$ cat src/rtl/irq_pair_pkg.sv
// Package: shared constants and types for the two-half interrupt controller.
// Assumes a 32-bit data path and an 8-bit byte-offset register space.
package irq_pair_pkg;

    localparam int unsigned DATA_W   = 32;
    localparam int unsigned ADDR_W   = 8;
    localparam int unsigned N_HALVES = 2;
    localparam int unsigned SRC_W    = DATA_W * N_HALVES;
    localparam int unsigned FLAG_BIT = 30;

    localparam logic [ADDR_W-1:0] OFS_CAUSE_LO = 8'h04;
    localparam logic [ADDR_W-1:0] OFS_CAUSE_HI = 8'h0C;
    localparam logic [ADDR_W-1:0] OFS_MASK_LO  = 8'h14;
    localparam logic [ADDR_W-1:0] OFS_MASK_HI  = 8'h1C;
    localparam logic [ADDR_W-1:0] OFS_SELECT   = 8'h24;

    localparam logic [DATA_W-1:0] MASK_LO_RST = 32'h0000_0000;
    localparam logic [DATA_W-1:0] MASK_HI_RST = 32'h0F00_0000;

    typedef enum logic [2:0] {
        RS_NONE     = 3'd0,
        RS_CAUSE_LO = 3'd1,
        RS_CAUSE_HI = 3'd2,
        RS_MASK_LO  = 3'd3,
        RS_MASK_HI  = 3'd4,
        RS_SELECT   = 3'd5
    } reg_slot_e;

    typedef struct packed {
        logic [N_HALVES-1:0] cause_wr;
        logic [N_HALVES-1:0] mask_wr;
    } wr_strobe_t;

endpackage

$ cat src/rtl/irq_pair_decode.sv
// Module: irq_pair_decode
// Turns a byte offset into a register slot and per-half write strobes.
// Assumes a single-cycle bus with no wait states. Unmapped offsets give
// RS_NONE and raise no strobe, so reads and writes there have no effect.
module irq_pair_decode
    import irq_pair_pkg::*;
(
    input  logic [ADDR_W-1:0] addr_i,
    input  logic              we_i,
    output reg_slot_e         slot_o,
    output wr_strobe_t        strobe_o
);

    // Purpose: map the offset to a slot.
    always_comb begin
        case (addr_i)
            OFS_CAUSE_LO: slot_o = RS_CAUSE_LO;
            OFS_CAUSE_HI: slot_o = RS_CAUSE_HI;
            OFS_MASK_LO:  slot_o = RS_MASK_LO;
            OFS_MASK_HI:  slot_o = RS_MASK_HI;
            OFS_SELECT:   slot_o = RS_SELECT;
            default:      slot_o = RS_NONE;
        endcase
    end

    // Purpose: qualify the slot with the write enable, one strobe per half.
    always_comb begin
        strobe_o.cause_wr[0] = we_i && (slot_o == RS_CAUSE_LO);
        strobe_o.cause_wr[1] = we_i && (slot_o == RS_CAUSE_HI);
        strobe_o.mask_wr[0]  = we_i && (slot_o == RS_MASK_LO);
        strobe_o.mask_wr[1]  = we_i && (slot_o == RS_MASK_HI);
    end

endmodule

$ cat src/rtl/irq_pair_bank.sv
// Module: irq_pair_bank
// One 32-bit half: a cause register that latches level sources, and a CPU
// mask register. A cause bit is set while its source is high. A write of 0
// to a bit clears it only if the source is low at the same edge.
// Assumes sources are already synchronous to clk.
module irq_pair_bank
    import irq_pair_pkg::*;
#(
    parameter logic [DATA_W-1:0] MASK_RESET = '0
) (
    input  logic              clk,
    input  logic              rst_n,
    input  logic [DATA_W-1:0] src_i,
    input  logic              cause_wr_i,
    input  logic              mask_wr_i,
    input  logic [DATA_W-1:0] wdata_i,
    output logic [DATA_W-1:0] cause_o,
    output logic [DATA_W-1:0] mask_o,
    output logic [DATA_W-1:0] pend_o
);

    logic [DATA_W-1:0] cause_q;
    logic [DATA_W-1:0] mask_q;
    logic [DATA_W-1:0] clr_bits;

    // Purpose: bits software asks to drop in this cycle (written as 0).
    always_comb begin
        clr_bits = cause_wr_i ? ~wdata_i : '0;
    end

    // Purpose: cause register, the live level wins over a clear.
    always_ff @(posedge clk) begin
        if (!rst_n) begin
            cause_q <= '0;
        end else begin
            cause_q <= src_i | (cause_q & ~clr_bits);
        end
    end

    // Purpose: mask register, replaced whole on a write.
    always_ff @(posedge clk) begin
        if (!rst_n) begin
            mask_q <= MASK_RESET;
        end else if (mask_wr_i) begin
            mask_q <= wdata_i;
        end
    end

    assign cause_o = cause_q;
    assign mask_o  = mask_q;
    assign pend_o  = cause_q & mask_q;

    // every source high at an edge is visible in cause after it.
    p_level_sets_r3: assert property (@(posedge clk) disable iff (!rst_n)
        1'b1 |=> ((cause_q & $past(src_i)) == $past(src_i)));

    // a bit can only drop if its source was low and a cause write happened.
    p_clear_guard_r4: assert property (@(posedge clk) disable iff (!rst_n)
        ((($past(cause_q) & ~cause_q) & $past(src_i)) == '0));

    p_clear_needs_write_r4: assert property (@(posedge clk) disable iff (!rst_n)
        !cause_wr_i |=> ((~$past(cause_q) | cause_q) == '1));

    // without a write strobe the mask keeps its value.
    p_mask_hold_r5: assert property (@(posedge clk) disable iff (!rst_n)
        !mask_wr_i |=> $stable(mask_q));

endmodule

$ cat src/rtl/irq_pair_select.sv
// Module: irq_pair_select
// Builds the select-cause word from the enabled pending bits of both halves.
// The low half has precedence. Bit FLAG_BIT is the half flag and is
// overridden in both cases.
module irq_pair_select
    import irq_pair_pkg::*;
(
    input  logic [DATA_W-1:0] pend_lo_i,
    input  logic [DATA_W-1:0] pend_hi_i,
    output logic [DATA_W-1:0] word_o,
    output logic              any_o
);

    logic [DATA_W-1:0] flag_bit;
    logic              lo_active;

    assign flag_bit  = DATA_W'(1) << FLAG_BIT;
    assign lo_active = |pend_lo_i;

    // Purpose: pick the half and stamp the flag.
    always_comb begin
        if (lo_active) begin
            word_o = pend_lo_i & ~flag_bit;
        end else begin
            word_o = pend_hi_i | flag_bit;
        end
    end

    // Purpose: any enabled pending bit in either half.
    assign any_o = lo_active | (|pend_hi_i);

endmodule

$ cat src/rtl/irq_pair_ctrl.sv
// Module: irq_pair_ctrl (top)
// Two-half level interrupt controller with a register port and one
// registered CPU interrupt line. Assumes synchronous sources and a
// single-cycle register bus. Read data is combinational from state.
module irq_pair_ctrl
    import irq_pair_pkg::*;
(
    input  logic        clk,
    input  logic        rst_n,
    input  logic [7:0]  bus_addr,
    input  logic        bus_we,
    input  logic [31:0] bus_wdata,
    output logic [31:0] bus_rdata,
    input  logic [63:0] irq_src,
    output logic        cpu_irq
);

    localparam logic [DATA_W-1:0] MASK_RST [N_HALVES] = '{MASK_LO_RST, MASK_HI_RST};

    reg_slot_e         slot;
    wr_strobe_t        strobe;
    logic [DATA_W-1:0] cause [N_HALVES];
    logic [DATA_W-1:0] mask  [N_HALVES];
    logic [DATA_W-1:0] pend  [N_HALVES];
    logic [DATA_W-1:0] sel_word;
    logic              any_pend;
    logic              irq_q;

    irq_pair_decode u_dec (
        .addr_i   (bus_addr),
        .we_i     (bus_we),
        .slot_o   (slot),
        .strobe_o (strobe)
    );

    // Purpose: one bank per half, each with its own mask reset value.
    for (genvar h = 0; h < N_HALVES; h++) begin : g_half
        irq_pair_bank #(
            .MASK_RESET (MASK_RST[h])
        ) u_bank (
            .clk        (clk),
            .rst_n      (rst_n),
            .src_i      (irq_src[h*DATA_W +: DATA_W]),
            .cause_wr_i (strobe.cause_wr[h]),
            .mask_wr_i  (strobe.mask_wr[h]),
            .wdata_i    (bus_wdata),
            .cause_o    (cause[h]),
            .mask_o     (mask[h]),
            .pend_o     (pend[h])
        );
    end

    irq_pair_select u_sel (
        .pend_lo_i (pend[0]),
        .pend_hi_i (pend[1]),
        .word_o    (sel_word),
        .any_o     (any_pend)
    );

    // Purpose: read data mux, zero for unmapped offsets.
    always_comb begin
        case (slot)
            RS_CAUSE_LO: bus_rdata = cause[0];
            RS_CAUSE_HI: bus_rdata = cause[1];
            RS_MASK_LO:  bus_rdata = mask[0];
            RS_MASK_HI:  bus_rdata = mask[1];
            RS_SELECT:   bus_rdata = sel_word;
            default:     bus_rdata = '0;
        endcase
    end

    // Purpose: register the combined request for the CPU.
    always_ff @(posedge clk) begin
        if (!rst_n) begin
            irq_q <= 1'b0;
        end else begin
            irq_q <= any_pend;
        end
    end

    assign cpu_irq = irq_q;

    // a reported pending bit raises the line one edge later.
    p_irq_follows_r8: assert property (@(posedge clk) disable iff (!rst_n)
        ((sel_word & ~(DATA_W'(1) << FLAG_BIT)) != '0) |=> cpu_irq);

    // with nothing enabled and pending in either bank, the line drops.
    p_irq_quiet_r8: assert property (@(posedge clk) disable iff (!rst_n)
        ((cause[0] & mask[0]) == '0 && (cause[1] & mask[1]) == '0) |=> !cpu_irq);

    // the high-half flag implies the low half has nothing enabled pending.
    p_flag_means_low_idle_r7: assert property (@(posedge clk) disable iff (!rst_n)
        sel_word[FLAG_BIT] |-> ((cause[0] & mask[0]) == '0));

    // with low pending, the high flag is never shown.
    p_low_first_r6: assert property (@(posedge clk) disable iff (!rst_n)
        ((cause[0] & mask[0]) != '0) |-> !sel_word[FLAG_BIT]);

endmodule

$ cat config.mk
export PLATFORM = sky130hd
export DESIGN_NAME = irq_pair_ctrl
export DESIGN_NICKNAME = d
export VERILOG_FILES = /design/src/rtl/irq_pair_pkg.sv /design/src/rtl/irq_pair_decode.sv /design/src/rtl/irq_pair_bank.sv /design/src/rtl/irq_pair_select.sv /design/src/rtl/irq_pair_ctrl.sv
export SDC_FILE = /design/constraint.sdc
export NUM_CORES = 1
export LEC_CHECK = 0
export BUFFER_PORTS_ARGS = -buffer_cell sky130_fd_sc_hd__buf_2
export CORE_ASPECT_RATIO = 0.5
export CORE_MARGIN = 2
export CORE_UTILIZATION = 40
export DETAILED_ROUTE_END_ITERATION = 7
export REMOVE_ABC_BUFFERS = 1
export SKIP_CTS_REPAIR_TIMING = 1
export SYNTH_ARGS = -nofsm -noshare
export SYNTH_HDL_FRONTEND = slang
export SYNTH_HIERARCHICAL = 1
export SYNTH_SLANG_ARGS = --single-unit
$ cat constraint.sdc
create_clock -name clk -period 3.8 [get_ports clk]
set_clock_uncertainty 0.1 [all_clocks]
set_input_delay 0.38 -clock clk [delete_from_list [all_inputs] [get_ports clk]]
set_output_delay 0.38 -clock clk [all_outputs]
set_load 0.02 [all_outputs]
==> impl_metrics.env <==
export IMPL_ff2ff_path_depth=6
export IMPL_finalMaxSlewViolations=0
export IMPL_crit_path_start="bus_addr[7]"
export IMPL_outcome="complete, no violations"
export IMPL_fin_cells=1172
export IMPL_crit_required_ns=3.32
export IMPL_fin_crit_sh_pct=87.85
export IMPL_start_util_pct=41.11
export IMPL_path_clk_slew_ns=0.05
export IMPL_endpoint="bus_rdata[7]"
export IMPL_n_antenna_cell=0
export IMPL_worstReg2RegStart="g_half[0].u_bank/cause_o[13]"
export IMPL_crit_path_max_fanout=36
export IMPL_rsz0062_at_grt="false"
export IMPL_via_per_inst=5.340
export IMPL_vias=6258
export IMPL_arrival_ns=2.86
export IMPL_syn_inst=800
export IMPL_syn_area_per_cell_um2=8.963
export IMPL_timing_hold_ws_ns=0.1066
export IMPL_grt_pass1_vias=6308
export IMPL_synthMuxAreaShare_pct=13.56
export IMPL_ys_types=37
export IMPL_die_w_um=193.4
export IMPL_dp_cells=1141
export IMPL_htreeDepth=4
export IMPL_synth_compound_area_share_pct=16.33
export IMPL_clkLatencyLatePin_ns=0.41
export IMPL_drive_gt1_share_pct=21.22
export IMPL_synth_fa_ha_area_share_pct=0
export IMPL_num_io_pins=140
export IMPL_first_pass_iters=5
export IMPL_clock_path_buffers=2
export IMPL_die_h_um=98.68
export IMPL_yosysTopAreaCell="dfxtp_1"
export IMPL_grt_usage_pct=22.09
export IMPL_ys_warn_count=6
export IMPL_min_from="irq_src[6]"
export IMPL_antenna_found_initial=0
export IMPL_ant_nets=0
export IMPL_gp_congestion=0.7753
export IMPL_ir_worst_vdd_uv=299.3
export IMPL_dp_hpwl_um=14520
export IMPL_maxCapViolations=0
export IMPL_r2r_setup_slack_ns=1.39
export IMPL_portBuffers=139
export IMPL_period_needed_ns=3.338
export IMPL_worstReg2RegEnd="cpu_irq"
export IMPL_dieArea_um2=19080
export IMPL_synthesis_area_um2=7171
export IMPL_tightest_slew_ns=0.8991
export IMPL_power_per_cell_area_nw_per_um2=372.4
export IMPL_core_area_um2=17440
export IMPL_setup_viol=0
export IMPL_total_power_mw=3.184
export IMPL_crit_type="input pin to output port"
export IMPL_grt_max_degree=79
export IMPL_yosys_top_cells_area="dfxtp_1 (36%), mux2i_1 (13%), nor3b_1 (6.7%), and2_1 (5.7%), nor2b_1 (5.2%)"
export IMPL_synth_top_area_share_pct=36.01
export IMPL_cp_end_kind="output port"
export IMPL_drcViolationCount=0
export IMPL_clock_fmax_mhz=299.6
export IMPL_nets=1033
export IMPL_hold_violations=0
export IMPL_timing_slew_headroom_pct=40.06
export IMPL_yosys_area_share_simple_pct=25.11
export IMPL_fin_util_pct=49.03
export IMPL_clockRootBuffer="clkbuf_16"
export IMPL_synth_seq_cells=129
export IMPL_cts_sinks=129
export IMPL_cts_inserted_buffers=17
export IMPL_ys_seq_area_share_pct=36.01
export IMPL_area_growth_syn_to_layout_pct=19.26
export IMPL_synth_top_family_by_area="simple AND/OR/NAND/NOR gates"
export IMPL_min_path_type="input pin to flip-flop"
export IMPL_synth_xor_area_share_pct=0.1221
export IMPL_cts_tree="yes"
export IMPL_totalWireLength_um=20730
export IMPL_cp_start_kind="input pin"
export IMPL_first_iter_violations=250
export IMPL_wire_per_inst_um=17.69
export IMPL_grt_first_pass_wirelength_um=33550
export IMPL_overflow=0
export IMPL_num_rows=34
export IMPL_p_leak_nw=3.117
## logic make-up (layout without fill, tap and decap cells)
family / after synthesis / after routing
muxes: 97 / 97
AOI/OAI and AO/OA: 161 / 161
DFF: 129 / 129
xor gates and xnor gates: 1 / 1
and+or+nand+nor: 294 / 294
buffers and inverters: 118 / 256
## layout by cell type (no fill, tap or decap), drive strengths merged
cell type / Yosys / layout
buf: 44 / 161
dfxtp: 129 / 129
mux2i: 96 / 96
nor3b: 66 / 66
and2: 65 / 65
nor2: 65 / 65
o21ai: 65 / 65
inv: 64 / 64
nor2b: 60 / 60
o2bb2ai: 31 / 31
a221o: 31 / 31
o31ai: 31 / 31
clkbuf: 10 / 25
nor4: 19 / 19
clkinv: 0 / 5
nand2: 5 / 5
nand4: 4 / 4
or3b: 2 / 2
nand2b: 1 / 1
mux2: 1 / 1
a32oi: 1 / 1
and3: 1 / 1
bufinv: 0 / 1
nand3b: 1 / 1
or2: 1 / 1
a211oi: 1 / 1
a2111oi: 1 / 1
xnor2: 1 / 1
or4b: 1 / 1
nor3: 1 / 1
nor4b: 1 / 1
or4: 1 / 1
## worst min path at each step
stage | slack (ns) | to | depth (start not counted)
floorplan | 0.34 | g_half[1].u_bank/mask_o[24] | 1
global placement | 0.38 | g_half[1].u_bank/mask_o[26] | 2
detailed placement | 0.39 | g_half[1].u_bank/mask_o[24] | 2
CTS | 0.09 | g_half[1].u_bank/cause_o[13] | 3
global route | 0.10 | g_half[0].u_bank/cause_o[19] | 3
finish | 0.11 | g_half[0].u_bank/cause_o[6] | 3
## synthesized netlist by cell type
master / count
o21ai_0: 55
nor4_1: 17
or4_1: 1
inv_2: 1
nand2_1: 5
dfxtp_1: 129
clkbuf_1: 10
nor4_2: 2
buf_2: 28
nand4_1: 4
mux2_2: 1
buf_4: 4
inv_1: 63
a2111oi_2: 1
or4b_4: 1
or3b_1: 2
a32oi_1: 1
buf_6: 6
nand2b_1: 1
o31ai_1: 31
o21ai_1: 10
o2bb2ai_1: 31
nor2b_1: 60
buf_12: 6
nor3b_1: 64
xnor2_1: 1
nor3_1: 1
nor4b_4: 1
and3_1: 1
nand3b_1: 1
mux2i_1: 96
nor2_1: 65
or2_2: 1
nor3b_2: 2
a221o_1: 31
and2_1: 65
a211oi_1: 1
## critical path, cell delays in order
cell       delay (ns)
buf_2            0.09
or3b_1           0.59
a2111oi_4        0.45
buf_12           0.32
nor3b_4          0.11
buf_4            0.27
o2bb2ai_1        0.17
a221o_1          0.29
buf_2            0.17
## routing by layer
| metal | wire length (µm) | GRT usage [%] | up-vias |
|---|---|---|---|
| met3 | 753 | 4.586 | 14 |
| li1 | - | - | 3087 |
| met1 | 9963 | 28.78 | 3038 |
| met2 | 9801 | 37.12 | 119 |
| met4 | 211 | 6.694 | 0 |
| met5 | 0 | 0 | - |
## final cells by class
type                            count  area [µm²]
Inverter                           64       240.2
Timing Repair Buffer              161       885.9
Sequential cell                   129        2582
Multi-Input combinational cell    553        4000
Clock buffer                       25       495.5
Fill cell                        1727        8890
Tap cell                          234       292.8
Clock inverter                      6       55.05
## flip-flops by register name, indices dropped and copies added, names as in the netlist
signal                 count
cpu_irq                    1
g_half.u_bank/mask_o      64
g_half.u_bank/cause_o     64
## per-stage QoR
step	instance area, µm²	worst slack, ns	setup TNS (ns)
after floorplan	6775	-2.492	-119.45
after global routing	8552	0.1897	0
after detailed placement	8001	0.4709	0
after CTS	8552	0.4219	0
final	8552	0.4617	0
after global placement	8001	0.4986	0
## where the power goes
| part | switching, mW | internal, mW | leakage, nW |
|---|---|---|---|
| sequential | 0.0390 | 1.40 | 1.06 |
| clock | 0.580 | 0.960 | 0.277 |
| combinational | 0.113 | 0.0885 | 1.78 |
| total | 0.732 | 2.45 | 3.12 |
(Power assumes the default switching activity.)
